### config.mk
export PLATFORM = sky130hd
export DESIGN_NAME = sr_irq_gate
export DESIGN_NICKNAME = d
export VERILOG_FILES = /design/src/rtl/sr_irq_gate.sv
export SDC_FILE = /design/constraint.sdc
export NUM_CORES = 1
export LEC_CHECK = 0
export BUFFER_PORTS_ARGS = -buffer_cell sky130_fd_sc_hd__buf_2
export CORE_MARGIN = 2
export CORE_UTILIZATION = 42
export CTS_BUF_LIST = sky130_fd_sc_hd__clkbuf_2 sky130_fd_sc_hd__clkbuf_4 sky130_fd_sc_hd__clkbuf_8
export CTS_CLUSTER_DIAMETER = 150
export DETAILED_ROUTE_END_ITERATION = 8
export GPL_TIMING_DRIVEN = 0
export MAX_ROUTING_LAYER = met4
export PLACE_DENSITY = 0.84
export SYNTH_ARGS = -nofsm -noshare
export SYNTH_HDL_FRONTEND = slang
export SYNTH_SLANG_ARGS = --single-unit
### constraint.sdc
create_clock -name clk -period 2.5 [get_ports clk]
set_clock_uncertainty 0.05 [all_clocks]
set_input_delay 0.375 -clock clk [delete_from_list [all_inputs] [get_ports clk]]
set_output_delay 0.375 -clock clk [all_outputs]
set_load 0.05 [all_outputs]
### src/rtl/sr_irq_gate.sv
module sr_irq_gate #(
  parameter int SR_W       = 16,
  parameter int LVL_W      = 3,
  parameter int MASK_LSB   = 8,
  parameter int MASTER_BIT = 12
) (
  input  logic             clk,
  input  logic             rst_n,
  input  logic [LVL_W-1:0] irq_level,
  input  logic             sr_wr_en,
  input  logic [SR_W-1:0]  sr_wr_data,
  output logic [SR_W-1:0]  sr_rd_data,
  output logic             take_irq,
  output logic [LVL_W-1:0] take_level
);
  localparam logic [LVL_W-1:0] NMI_LVL  = '1;
  localparam logic [LVL_W-1:0] NONE_LVL = '0;

  logic [LVL_W-1:0] mask_q;
  logic             master_q;
  logic             was_top_q;

  wire at_top    = (irq_level == NMI_LVL);
  wire top_edge  = at_top && !was_top_q;
  wire maskable  = (irq_level != NONE_LVL) && !at_top && (irq_level > mask_q);
  wire accept    = top_edge || maskable;

  always_ff @(posedge clk or negedge rst_n) begin
    if (!rst_n) begin
      mask_q     <= NMI_LVL;
      master_q   <= 1'b0;
      was_top_q  <= 1'b0;
      take_irq   <= 1'b0;
      take_level <= NONE_LVL;
    end else begin
      was_top_q <= at_top;
      take_irq  <= accept;
      if (accept) begin
        take_level <= irq_level;
        mask_q     <= irq_level;
        master_q   <= 1'b0;
      end else if (sr_wr_en) begin
        mask_q   <= sr_wr_data[MASK_LSB +: LVL_W];
        master_q <= sr_wr_data[MASTER_BIT];
      end
    end
  end

  always_comb begin
    sr_rd_data = '0;
    sr_rd_data[MASK_LSB +: LVL_W] = mask_q;
    sr_rd_data[MASTER_BIT]        = master_q;
  end
endmodule

==> results_dict.tcl <==
set metrics [dict create \
    netlist_area_um2 622 \
    clk_root_buffer_cell "clkbuf_4" \
    cts_made_buffers 3 \
    ctsHoldBuffers 1 \
    hold_start "sr_wr_data[12]" \
    grt_pass1_vias 437 \
    die_w_um 42.5 \
    finalPower_mw 0.915 \
    drive_above_1_share_pct 45.7 \
    dpl-instance-area_um2 762 \
    antenna_found_initial 0 \
    critPathRequiredTime_ns 2.60 \
    rrSetupSlack_ns 0.63 \
    worstSetupEndpointType "flop" \
    maxCapViolCount 0 \
    cellLeakagePower_nw 0.451 \
    start_util_pct 46.1 \
    finalSetupTns_ns 0 \
    rsz0062_at_grt "false" \
    yosys-top-cells-count "13 x buf_4, 6 x dfrtp_1, 6 x nand2_1" \
    path_cells "inv_1 -> ha_1 -> nor2b_1 -> o21a_1 -> o21a_4 -> or2_2" \
    yosysMostFrequentCell "buf_4" \
    final_util_pct 59.4 \
    finalWorstSetupSlack_ns 0.626 \
    crit_fanout 8 \
    wire_per_inst_um 10.3 \
    grt_use_total_pct 14.2 \
    synth.distinct_cells 23 \
    grtUsageMet3_pct 3.88 \
    hold_depth 3 \
    drt-pass1-iter-count 2 \
    maxSlewViolCount 0 \
    avgSynthCellArea_um2 10.0 \
    die_area_mm2 0.00180 \
    die_h_um 42.5 \
    cts_tree "yes" \
    wirelength_um 1130 \
    first_iter_violations 8 \
    place_ws_ns 0.637 \
    clock_path_buffers 2 \
    ys_top_cells_by_area "dfrtp_1 24%, buf_4 16%, dfstp_2 13%" \
    nets 120 \
    fp.coreArea_mm2 0.00135 \
    grt-ovfl-total 0 \
    synthArstFlopShare_pct 100 \
    setup_viol 0 \
    hpwl_um 867 \
    ys.warnings.count 0 \
    reg2reg_to "take_irq$_DFF_PN0_" \
    grt_max_degree 10 \
    arrival_ns 1.97 \
    post-route-min-period_ns 1.87 \
    yosys.area.top_type "dfrtp_1" \
    ctsResizeCount 0 \
    diodes 0 \
    yosys_most_used_dff "dfrtp_1" \
    r2r_start "mask_q[1]$_DFFE_PN1P_" \
    post_cts_buffers 0 \
    ios 42 \
    synthCells 62 \
    ctsHtreeMaxLevel 1 \
    grt_pass1_wl_um 1880 \
    ys_ff_latch 9 \
    drc 0 \
    placementRows 13 \
    ir_drop_v 0.000439 \
    insertion_delay_ns 0.26 \
    viasPerCell 4.61 \
    status "complete, no violations" \
    cts.sinks 9 \
    cp_slowest_stage_delay_ns 0.53 \
    yosysSeqAreaShare_pct 36.8 \
    synth_top_area_share_pct 24.1 \
    final_antenna_net_count 0 \
    busiest_layer "met1" \
    io_buffer_count 16 \
    min_path_type "input pin to flop" \
    finalCritPeriodShare_pct 75.0 \
    grt_use_met2_pct 19.1 \
    clkSlewWorstSetupHoldPaths_ns 0.06 \
    cp_slowest_cell "dfstp_2" \
    design_area_um2 802 \
    fmax_mhz 534 \
    start_kind "flop" \
    syn_to_final_growth_pct 29.0 \
    worstSetupPathType "flop to flop" \
    hold_violations 0 \
    vias 502 \
    holdPathEnd "master_q$_DFFE_PN0P_" \
    ff2ff_path_depth 6 \
    powerDensity_mw_per_mm2 1140 \
    grt_use_met1_pct 19.3 \
    gp_congestion 0.786 \
    synth_edf_count 0 \
]
## cells by family after synthesis
| logic type | share of synthesized area, % |
|---|---|
| flip-flops | 36.8 |
| AO/OA/AOI/OAI | 13.3 |
| buffers and inverters | 18.7 |
| other | 0.603 |
| multiplexers | 10.5 |
| AND/OR/NAND/NOR | 14.1 |
| adder cells (fa/ha/maj) | 6.04 |
## cell usage in the layout (no fill, tap or decap), types with 2 or more instances in the layout
| cell | n |
|---|---|
| o21ai_0 | 3 |
| o211ai_1 | 5 |
| dfstp_2 | 3 |
| clkbuf_4 | 4 |
| mux2_4 | 3 |
| dfrtp_1 | 6 |
| mux2i_1 | 2 |
| inv_1 | 4 |
| conb_1 | 12 |
| ha_1 | 3 |
| buf_4 | 13 |
| nor3_1 | 2 |
| nand2_1 | 6 |
| buf_2 | 16 |
## metrics by stage
step,hold slack [ns],std cells
final,0.379,109
after global routing,0.383,109
after CTS,0.371,109
after detailed placement,0.188,104
after global placement,0.183,104
after floorplan,0.0294,73
## critical path, delay by kind of cell, from the launching register on
family / cells / cell delay, ns
flops: 1 / 0.53
simple gates: 2 / 0.40
compound gates: 2 / 0.46
fa+ha+maj: 1 / 0.27
buf+inv: 1 / 0.05
## power breakdown
part	switching, mW	internal [mW]
registers	0.0261	0.218
clock network	0.0542	0.0725
logic	0.372	0.173
total	0.452	0.463
## area by class of cell
type                    count  area [um^2]
flip-flops and latches      9          229
multi-input cells          46          318
well taps                  15         18.8
repair buffers             17         90.1
fillers                   126          548
plain buffers              14          101
inverters                   4         15.0
clock buffers               4         30.0
## layer usage
layer	part of all wire, %	wire length, um
met4	2.2	25
met5	0	0
met1	47	534
met2	42	475
met3	8.2	92
## worst max path at each step
stage	start	to	slack [ns]	cells after the start
floorplan	mask_q[1]$_DFFE_PN1P_	take_irq$_DFF_PN0_	0.48	6
CTS	mask_q[1]$_DFFE_PN1P_	take_irq$_DFF_PN0_	0.62	6
finish	mask_q[1]$_DFFE_PN1P_	take_irq$_DFF_PN0_	0.63	6
global route	mask_q[1]$_DFFE_PN1P_	take_irq$_DFF_PN0_	0.54	6
global placement	mask_q[1]$_DFFE_PN1P_	take_irq$_DFF_PN0_	0.65	6
detailed placement	mask_q[1]$_DFFE_PN1P_	take_irq$_DFF_PN0_	0.64	6
## registers in the layout, indices dropped and copies added (netlist names)
register	count
mask_q	3
take_level	3
was_top_q	1
master_q	1
take_irq	1
Power figures use the tool's default switching activity.
